**src/rtl/mbs_pkg.sv**
```systemverilog
package mbs_pkg;
  typedef enum logic [2:0] {
    ST_IDLE,
    ST_PREPOLL,
    ST_WDATA,
    ST_INSTR,
    ST_ACK,
    ST_RDATA,
    ST_DONE
  } mbs_state_e;
endpackage

```
**src/rtl/mbs_byte_buf.sv**
```systemverilog
module mbs_byte_buf #(
  parameter int DW    = 8,
  parameter int DEPTH = 13,
  parameter int AW    = 4
) (
  input  logic          clk,
  input  logic          rst_n,
  input  logic          we,
  input  logic [AW-1:0] waddr,
  input  logic [DW-1:0] wdata,
  input  logic [AW-1:0] raddr_a,
  output logic [DW-1:0] rdata_a,
  input  logic [AW-1:0] raddr_b,
  output logic [DW-1:0] rdata_b
);
  logic [DW-1:0] mem_q [DEPTH];

  for (genvar g = 0; g < DEPTH; g++) begin : g_ent
    always_ff @(posedge clk or negedge rst_n) begin
      if (!rst_n) begin
        mem_q[g] <= '0;
      end else if (we && (int'(waddr) == g)) begin
        mem_q[g] <= wdata;
      end
    end
  end

  assign rdata_a = (int'(raddr_a) < DEPTH) ? mem_q[raddr_a] : '0;
  assign rdata_b = (int'(raddr_b) < DEPTH) ? mem_q[raddr_b] : '0;
endmodule

```
**src/rtl/mbs_phase_gen.sv**
```systemverilog
module mbs_phase_gen #(
  parameter int LO_CYC = 2,
  parameter int HI_CYC = 2
) (
  input  logic clk,
  input  logic rst_n,
  input  logic en,
  output logic strb_low,
  output logic sample_pt,
  output logic slot_end
);
  localparam int SLOT = LO_CYC + HI_CYC;
  localparam int PW   = (SLOT > 1) ? $clog2(SLOT) : 1;

  logic [PW-1:0] ph_q;
  logic [PW-1:0] ph_d;

  always_comb begin
    ph_d = ph_q;
    if (!en || slot_end) ph_d = '0;
    else                 ph_d = ph_q + PW'(1);
  end

  always_ff @(posedge clk or negedge rst_n) begin
    if (!rst_n) ph_q <= '0;
    else        ph_q <= ph_d;
  end

  assign strb_low  = en && (int'(ph_q) < LO_CYC);
  assign sample_pt = en && (int'(ph_q) == LO_CYC - 1);
  assign slot_end  = en && (int'(ph_q) == SLOT - 1);
endmodule

```
**src/rtl/mbs_seq.sv**
```systemverilog
module mbs_seq
  import mbs_pkg::*;
#(
  parameter int DW   = 8,
  parameter int NREG = 13,
  parameter int CW   = 8,
  parameter int AW   = $clog2(NREG)
) (
  input  logic          clk,
  input  logic          rst_n,
  input  logic          cmd_valid,
  output logic          cmd_ready,
  input  logic          cmd_read,
  input  logic          cmd_poll_first,
  input  logic [DW-1:0] cmd_instr,
  input  logic [CW-1:0] cmd_count,
  output logic          done,
  input  logic          buf_wr_en,
  input  logic [AW-1:0] buf_wr_addr,
  input  logic [DW-1:0] buf_wr_data,
  input  logic [AW-1:0] buf_rd_addr,
  output logic [DW-1:0] buf_rd_data,
  output logic          bus_strb_n,
  output logic          bus_rnw,
  output logic          bus_dnc,
  output logic [DW-1:0] bus_dout,
  output logic          bus_oe,
  input  logic [DW-1:0] bus_din
);
  localparam int NW   = $clog2(NREG + 1);
  localparam int ACKB = DW - 1;

  // reset: asserted asynchronously, released through two flops
  logic [1:0] rs_q;
  logic       rst_i_n;
  always_ff @(posedge clk or negedge rst_n) begin
    if (!rst_n) rs_q <= '0;
    else        rs_q <= {rs_q[0], 1'b1};
  end
  assign rst_i_n = rs_q[1];

  mbs_state_e    state_q, state_d;
  logic [AW-1:0] idx_q, idx_d;
  logic [NW-1:0] cnt_q, cnt_clamped;
  logic          read_q;
  logic [DW-1:0] instr_q;
  logic          ack_q;
  logic          load_cmd;
  logic          active, strb_low, sample_pt, slot_end;
  logic          poll_sample, seq_we, host_we, last_idx;
  logic [DW-1:0] buf_byte;

  function automatic mbs_state_e first_access(logic rd, logic [NW-1:0] n);
    return (rd || (n == '0)) ? ST_INSTR : ST_WDATA;
  endfunction

  always_comb begin
    if (cmd_count > CW'(NREG)) cnt_clamped = NW'(NREG);
    else                       cnt_clamped = NW'(cmd_count);
  end

  assign active = (state_q == ST_PREPOLL) || (state_q == ST_WDATA) ||
                  (state_q == ST_INSTR)   || (state_q == ST_ACK)   ||
                  (state_q == ST_RDATA);

  mbs_phase_gen #(.LO_CYC(2), .HI_CYC(2)) i_phase (
    .clk      (clk),
    .rst_n    (rst_i_n),
    .en       (active),
    .strb_low (strb_low),
    .sample_pt(sample_pt),
    .slot_end (slot_end)
  );

  assign last_idx = (NW'(idx_q) == cnt_q - NW'(1));

  // next-state process
  always_comb begin
    state_d  = state_q;
    idx_d    = idx_q;
    load_cmd = 1'b0;
    case (state_q)
      ST_IDLE: begin
        if (cmd_valid) begin
          load_cmd = 1'b1;
          idx_d    = '0;
          state_d  = cmd_poll_first ? ST_PREPOLL : first_access(cmd_read, cnt_clamped);
        end
      end
      ST_PREPOLL: begin
        if (slot_end && ack_q) state_d = first_access(read_q, cnt_q);
      end
      ST_WDATA: begin
        if (slot_end) begin
          if (last_idx) state_d = ST_INSTR;
          else          idx_d   = idx_q + AW'(1);
        end
      end
      ST_INSTR: begin
        if (slot_end) state_d = ST_ACK;
      end
      ST_ACK: begin
        if (slot_end && ack_q) begin
          idx_d   = '0;
          state_d = (read_q && (cnt_q != '0)) ? ST_RDATA : ST_DONE;
        end
      end
      ST_RDATA: begin
        if (slot_end) begin
          if (last_idx) state_d = ST_DONE;
          else          idx_d   = idx_q + AW'(1);
        end
      end
      ST_DONE:  state_d = ST_IDLE;
      default:  state_d = ST_IDLE;
    endcase
  end

  assign poll_sample = sample_pt && ((state_q == ST_PREPOLL) || (state_q == ST_ACK));

  // register process
  always_ff @(posedge clk or negedge rst_i_n) begin
    if (!rst_i_n) begin
      state_q <= ST_IDLE;
      idx_q   <= '0;
      cnt_q   <= '0;
      read_q  <= 1'b0;
      instr_q <= '0;
      ack_q   <= 1'b0;
    end else begin
      state_q <= state_d;
      idx_q   <= idx_d;
      if (load_cmd) begin
        cnt_q   <= cnt_clamped;
        read_q  <= cmd_read;
        instr_q <= cmd_instr;
      end
      if (poll_sample) ack_q <= bus_din[ACKB];
    end
  end

  // byte buffer: sequencer read-back has priority over host writes
  assign seq_we  = (state_q == ST_RDATA) && sample_pt;
  assign host_we = buf_wr_en && (int'(buf_wr_addr) < NREG);

  mbs_byte_buf #(.DW(DW), .DEPTH(NREG), .AW(AW)) i_buf (
    .clk    (clk),
    .rst_n  (rst_i_n),
    .we     (seq_we || host_we),
    .waddr  (seq_we ? idx_q : buf_wr_addr),
    .wdata  (seq_we ? bus_din : buf_wr_data),
    .raddr_a(buf_rd_addr),
    .rdata_a(buf_rd_data),
    .raddr_b(idx_q),
    .rdata_b(buf_byte)
  );

  // bus pins
  logic wr_phase;
  assign wr_phase   = (state_q == ST_WDATA) || (state_q == ST_INSTR);
  assign bus_strb_n = ~strb_low;
  assign bus_rnw    = ~wr_phase;
  assign bus_oe     = wr_phase;
  assign bus_dnc    = (state_q == ST_WDATA) || (state_q == ST_RDATA);
  assign bus_dout   = (state_q == ST_WDATA) ? buf_byte :
                      (state_q == ST_INSTR) ? instr_q : '0;

  assign cmd_ready = (state_q == ST_IDLE);
  assign done      = (state_q == ST_DONE);
endmodule

```
**config.mk**
```make
export PLATFORM = sky130hd
export DESIGN_NAME = mbs_seq
export DESIGN_NICKNAME = d
export VERILOG_FILES = /design/src/rtl/mbs_pkg.sv /design/src/rtl/mbs_byte_buf.sv /design/src/rtl/mbs_phase_gen.sv /design/src/rtl/mbs_seq.sv
export SDC_FILE = /design/constraint.sdc
export NUM_CORES = 1
export LEC_CHECK = 0
export BUFFER_PORTS_ARGS = -buffer_cell sky130_fd_sc_hd__buf_4
export CORE_MARGIN = 2
export CORE_UTILIZATION = 40
export CTS_CLUSTER_SIZE = 12
export DETAILED_ROUTE_END_ITERATION = 8
export PLACE_DENSITY = 0.63
export SYNTH_ARGS = -nofsm -noshare
export SYNTH_HDL_FRONTEND = slang
export SYNTH_SLANG_ARGS = --single-unit
```
**constraint.sdc**
```tcl
create_clock -name clk -period 6.6 [get_ports clk]
set_input_delay 1.32 -clock clk [delete_from_list [all_inputs] [get_ports clk]]
set_output_delay 1.32 -clock clk [all_outputs]
set_load 0.005 [all_outputs]
```
==> qor.csv, run 1 <==
metric;value;unit
leakage power;3.74;nW
async set or reset register ratio after synthesis;1.00;
worst-path maximum fanout;25;
critical path capture point type;output port;
vias per cell;5.60;
H-tree Lvls;4;
met3 WL;1200;µm
r2r endpoint;i_buf.mem_q[97];
number of synthesized flops with an enable pin;0;
syn_area_per_cell;10.5;µm²
CTS tree;built;
crit path time final;4.39;ns
Max Cap Viol;0;
Mapped Area;7510;µm²
number of DRC markers in iteration 0;366;
Setup Viol. Count Final;0;
hold_sp;rs_q[0];
Worst slew margin;0.147;
worst hold endpoint;rs_q[1];
post-CTS setup buffer count;0;
CP Launch Type;primary input;
Seq cells post-synth;129;
post-cts sizing count;0;
Worst EP arrival;3.07;ns
Worst-Skew Late Latency;0.43;ns
Tot GR Track Use;0.211;
Req. time, crit path;5.28;ns
Final Hold Vio Count;0;
Final ANT Viol Nets;0;
worst reg-to-reg path cell count;4;
setup tns final;0;ns
Post-Route M1 WL;9020;µm
final non-filler cell total;999;
Final period util;0.665;
Clock Path Buffers;2;
DR top layer;met4;
register area share after synthesis;0.430;
ratio of cells with drive above 1 in the final layout;0.235;
DR vias;5593;
number of synthesis warnings;0;
first-pass GRT wire length;31600;µm
worst hold path type;reg2reg;
core area;18600;µm²
RSZ-0062 raised after global routing;no;
Main synth FF type;dfrtp_1;
Num Clock Sinks;129;
CTS Buf Count;17;
pins over their slew limit;0;
FF-to-FF setup slack;3.71;ns
Worst R2R Start;state_q[2];
IO Count;68;
GRT Residual Overflow;0;
DRT Pass-1 Iters;5;
clock-pin slew on the worst setup and hold paths;0.06;ns
Initial Utilization;0.404;
I/O Buffers;67;
vias in the first global route;5541;
met2 routed WL;9190;µm
DRC;0;
clock root buffer;clkbuf_16;
Pwr Density;421;nW/µm²
placed cell count;968;
Yosys cell types;69;
WL/cell;19.9;µm
RD Place Congestion;0.782;
final WL;19900;µm
clk_skew;0.00930;ns
post-DP HPWL;12600;µm
Area Growth Syn to Fin;14.9;%
status;finished, final reports clean;
die area;19900;µm²
Worst-Margin Slew;1.24;ns
hold_buf cts;0;
ANT cells;0;
initial antenna violation count;0;
Synthesized Nets;769;
DIE WIDTH;141;µm
VDD IR-drop max;210;µV
Die Ht;141;µm
Setup CP Type;in2out;
largest net degree at the start of global routing;70;
Cell Rows;50;
hold depth;0;
FMAX;228;MHz
synthesized instance count;717;
Final #Nets;805;
layout make-up:
type / instances / area, µm²
Fill cell: 1685 / 9950
Multi-Input combinational cell: 504 / 3830
Sequential cell: 129 / 3230
Timing Repair Buffer: 75 / 563
Clock buffer: 23 / 478
Tap cell: 234 / 293
Clock inverter: 8 / 129
Inverter: 26 / 97.6
how the worst max path moves through the flow:
stage                     end  cells after the start      startpoint
5_1_grt        buf_rd_data[0]                      6  buf_rd_addr[0]
6_report       buf_rd_data[0]                      6  buf_rd_addr[0]
3_3_place_gp   buf_rd_data[0]                      6  buf_rd_addr[0]
4_1_cts        buf_rd_data[0]                      6  buf_rd_addr[0]
2_1_floorplan  buf_rd_data[4]                      6  buf_rd_addr[0]
3_5_place_dp   buf_rd_data[0]                      6  buf_rd_addr[0]
critical path, stage by stage:
cell and delay (ns):
buf_4 0.42, mux4_2 0.56, nor2b_1 0.15, a211oi_1 0.36
a21oi_1 0.10, buf_4 0.15
metrics by stage:
| step | area, µm² | worst slack [ns] | utilization | hold slack [ns] | power, mW |
|---|---|---|---|---|---|
| after floorplan | 7510 | 2.53 | - | 0.331 | 2.29 |
| after global placement | 8020 | 2.24 | 0.432 | 0.334 | 2.64 |
| after detailed placement | 8020 | 2.22 | 0.432 | 0.337 | 2.67 |
| after CTS | 8630 | 2.16 | 0.464 | 0.350 | 3.65 |
| after global routing | 8630 | 2.07 | 0.464 | 0.358 | 3.86 |
| final | 8630 | 2.21 | 0.464 | 0.348 | 3.63 |
Yosys cell counts, types with 6 or more instances:
master | instances | share of area
a22o_1 | 9 | 0.010
clkbuf_1 | 16 | 0.0080
mux2i_1 | 24 | 0.032
buf_4 | 10 | 0.010
dfrtp_1 | 129 | 0.43
nand2b_1 | 6 | 0.0050
nor2_1 | 60 | 0.030
nand2_1 | 79 | 0.039
and2_1 | 11 | 0.0092
buf_6 | 7 | 0.010
nor2b_1 | 28 | 0.023
inv_1 | 26 | 0.013
a211oi_1 | 16 | 0.016
o21ai_1 | 17 | 0.011
ha_1 | 6 | 0.010
mux4_2 | 48 | 0.14
o21ai_0 | 31 | 0.021
buf_2 | 21 | 0.014
a21oi_1 | 80 | 0.053
nor3_1 | 10 | 0.0067
cells in the final DEF, fill, tap and decap left out, types with 5 or more instances in the layout:
master	instances
o21ai_2	5
o21ai_1	17
o21ai_0	31
a22o_1	9
a31oi_1	5
clkbuf_16	17
ha_1	6
a21oi_1	80
nand2b_1	6
nor3_1	10
nor2b_1	28
buf_4	75
nor2_1	60
inv_1	26
mux2i_1	24
dfrtp_1	127
a211oi_1	16
nand2_1	79
mux4_2	48
and2_1	11
logic make-up after synthesis:
group | share of synthesized area
and+or+nand+nor | 0.149
DFF | 0.430
xor gates and xnor gates | 0.00883
muxes | 0.182
buffers and inverters | 0.0598
other | 0.000499
adders and majority gates | 0.0113
AOI/OAI and AO/OA | 0.159
sequential cells by signal, indices dropped and copies added (netlist names):
| signal | flops |
|---|---|
| i_buf.mem_q | 104 |
| instr_q | 8 |
| cnt_q | 4 |
| idx_q | 4 |
| state_q | 3 |
| i_phase.ph_q | 2 |
| rs_q | 2 |
| ack_q | 1 |
| read_q | 1 |
per-layer routing:
metal | up-vias | GRT usage
li1 | 2654 | -
met1 | 2734 | 0.296
met2 | 174 | 0.324
met3 | 31 | 0.0476
met4 | 0 | 0.0779
met5 | - | 0
report_power, final:
part	internal (mW)	leakage [nW]	switching, mW
registers	1.05	1.54	0.242
logic	0.700	1.91	0.657
clock network	0.623	0.293	0.357
total	2.37	3.74	1.25
No activity file was read; power rests on OpenSTA's default activity.
==> run 2: changes to the inputs <==
==> constraint.sdc (replaced) <==
create_clock -name clk -period 4.1 [get_ports clk]
set_input_delay 0.82 -clock clk [delete_from_list [all_inputs] [get_ports clk]]
set_output_delay 0.82 -clock clk [all_outputs]
set_load 0.005 [all_outputs]
==> run 2 against run 1 <==
Sequential power increased by 64%. Routed wire length decreased by 2.9%. Clock skew decreased by 0.0014 ns. Worst hold slack got worse by 0.18 ns. Clock power increased by 60%. Die area unchanged. Count of clock-buffer cells in the layout increased by 3. Total power increased by 62%. Flip-flop and latch count unchanged. Cell area increased by 1.1%.
==> qor.csv, run 2 (same netlist as run 1, synthesis figures left out) <==
metric;value;unit;change
status;finished, final reports clean;;unchanged
ANT cells;0;;unchanged
Worst EP arrival;2.77;ns;was 3.07 ns
post-cts sizing count;0;;unchanged
slowest stage delay, CP;0.80;ns;was 0.56 ns
commonest non-fill, non-tap cell in the layout;dfrtp_1;;unchanged
clk_skew;0.00792;ns;was 0.00930 ns
Most flops, register;i_buf.mem_q;;unchanged
CTS Buf Count;17;;unchanged
Worst slew margin;0.283;;was 0.147
Final WS setup;0.510;ns;was 2.21 ns
Area Growth Syn to Fin;16.2;%;was 14.9%
Req. time, crit path;3.28;ns;was 5.28 ns
vias in the first global route;5636;;was 5541
critical path capture point type;output port;;unchanged
number of DRC markers in iteration 0;392;;was 366
slowest CP cell;dfrtp_1;;was mux4_2
Worst-Skew Late Latency;0.42;ns;was 0.43 ns
worst reg-to-reg path cell count;4;;unchanged
Filler Cells Inserted;1729;;was 1685
post-CTS setup buffer count;0;;unchanged
DIE WIDTH;141;µm;unchanged
GRT Residual Overflow;0;;unchanged
worst-path maximum fanout;15;;was 25
WL/cell;19.2;µm;was 19.9 µm
leakage power;3.80;nW;was 3.74 nW
biggest regs;i_buf.mem_q x104, instr_q x8;;unchanged
Initial Utilization;0.404;;unchanged
Setup CP Type;reg2out;;was in2out
Die Ht;141;µm;unchanged
final WL;19300;µm;was 19900 µm
Largest register FFs;104;;unchanged
Cell Rows;50;;unchanged
FMAX;279;MHz;
worst hold path type;in2async;;was reg2reg
IO Count;68;;unchanged
pins over their slew limit;0;;unchanged
Final period util;0.876;;
vias per cell;5.57;;was 5.60
Pwr Density;673;nW/µm²;was 421 nW/µm²
most used cell, CP;buf_4;;unchanged
clock-pin slew on the worst setup and hold paths;0.06;ns;about the same
Tot GR Track Use;0.205;;was 0.211
largest net degree at the start of global routing;76;;was 70
ratio of cells with drive above 1 in the final layout;0.245;;was 0.235
I/O Buffers;67;;unchanged
hold_buf cts;0;;unchanged
first-pass GRT wire length;31300;µm;was 31600 µm
setup tns final;0;ns;unchanged
core area;18600;µm²;unchanged
Util after Layout;0.470;;was 0.464
crit path time final;3.59;ns;
H-tree Lvls;4;;unchanged
Setup Viol. Count Final;0;;unchanged
RSZ-0062 raised after global routing;no;;unchanged
placed cell count;979;;was 968
CTS tree;built;;unchanged
Worst-Margin Slew;1.08;ns;was 1.24 ns
initial antenna violation count;0;;unchanged
critical path cell sequence;buf_4 -> mux4_2 -> and2_1 -> a211oi_2 -> a21oi_1 -> a22o_1 -> buf_4;;was buf_4 -> mux4_2 -> nor2b_1 -> a211oi_1 -> a21oi_1 -> buf_4
pre-CTS setup slack;0.817;ns;was 2.22 ns
Final Hold Vio Count;0;;unchanged
Final #Nets;816;;was 805
DRC;0;;unchanged
DRT Pass-1 Iters;4;;was 5
Final Power;5.87;mW;was 3.63 mW
VDD IR-drop max;376;µV;was 210 µV
final non-filler cell total;1010;;was 999
die area;19900;µm²;unchanged
Max Cap Viol;0;;unchanged
Final ANT Viol Nets;0;;unchanged
post-DP HPWL;13000;µm;was 12600 µm
clock root buffer;clkbuf_16;;unchanged
RD Place Congestion;0.799;;was 0.782
Num Clock Sinks;129;;unchanged
DR vias;5626;;was 5593
most frequent cells in the layout;127 x dfrtp_1, 85 x buf_4, 80 x a21oi_1;;was 127 x dfrtp_1, 80 x a21oi_1, 79 x nand2_1
CP Launch Type;flop;;was primary input
Clock Path Buffers;2;;unchanged
[run 2: cell count changes in the layout (fill, tap and decap cells not counted), sizes merged]
cell,previous run,this run
clkinvlp,1,0
buf,75,86
clkinv,4,2
clkbuf,23,26
[run 2: routing by layer]
| metal | vias to the layer above | GRT usage | share of wire |
|---|---|---|---|
| met5 | - | 0 | 0 |
| met4 | 0 | 0.0489 | 0.011 |
| met3 | 16 | 0.0482 | 0.057 |
| met2 | 137 | 0.336 | 0.48 |
| met1 | 2811 | 0.279 | 0.45 |
| li1 | 2662 | - | - |
[run 2: worst paths after layout]
check | start | to | slack (ns)
max | idx_q[2] | bus_dout[4] | 0.51
min | rst_n | rs_q[1] | 0.16
max reg2reg | idx_q[3] | i_buf.mem_q[87] | 1.43
min reg2reg | rs_q[0] | rs_q[1] | 0.35
max in group asynchronous | rs_q[1] | i_buf.mem_q[77] | 2.83
min in group clk | rs_q[0] | rs_q[1] | 0.35
[run 2: worst max-delay path: cells and delay by family, from the launching register on]
kind | cells | cell delay, ns
multiplexers | 1 | 0.32
AO/OA/AOI/OAI | 3 | 0.56
AND/OR/NAND/NOR | 1 | 0.18
flip-flops | 1 | 0.80
buffers and inverters | 2 | 0.48
[run 2: cell type report]
cell class	instances	area, µm²	area share
Clock inverter	5	100	0.0115
Clock buffer	26	509	0.0584
Inverter	26	97.6	0.0112
Timing Repair Buffer	86	658	0.0754
Sequential cell	129	3230	0.371
Multi-Input combinational cell	504	3830	0.439
Tap cell	234	293	0.0336
[run 2: power breakdown]
group	total [mW]	switching [mW]	leakage [nW]	internal [mW]
Sequential	2.11	0.419	1.54	1.69
Clock	1.57	0.538	0.300	1.03
Combinational	2.19	1.03	1.97	1.16
Total	5.87	1.99	3.80	3.88
[run 2: metrics by stage]
stage               hold WS (ns)  area (µm²)
floorplan                  0.331        7510
global placement           0.334        8120
detailed placement         0.338        8120
CTS                        0.149        8720
global route               0.150        8720
finish                     0.163        8720
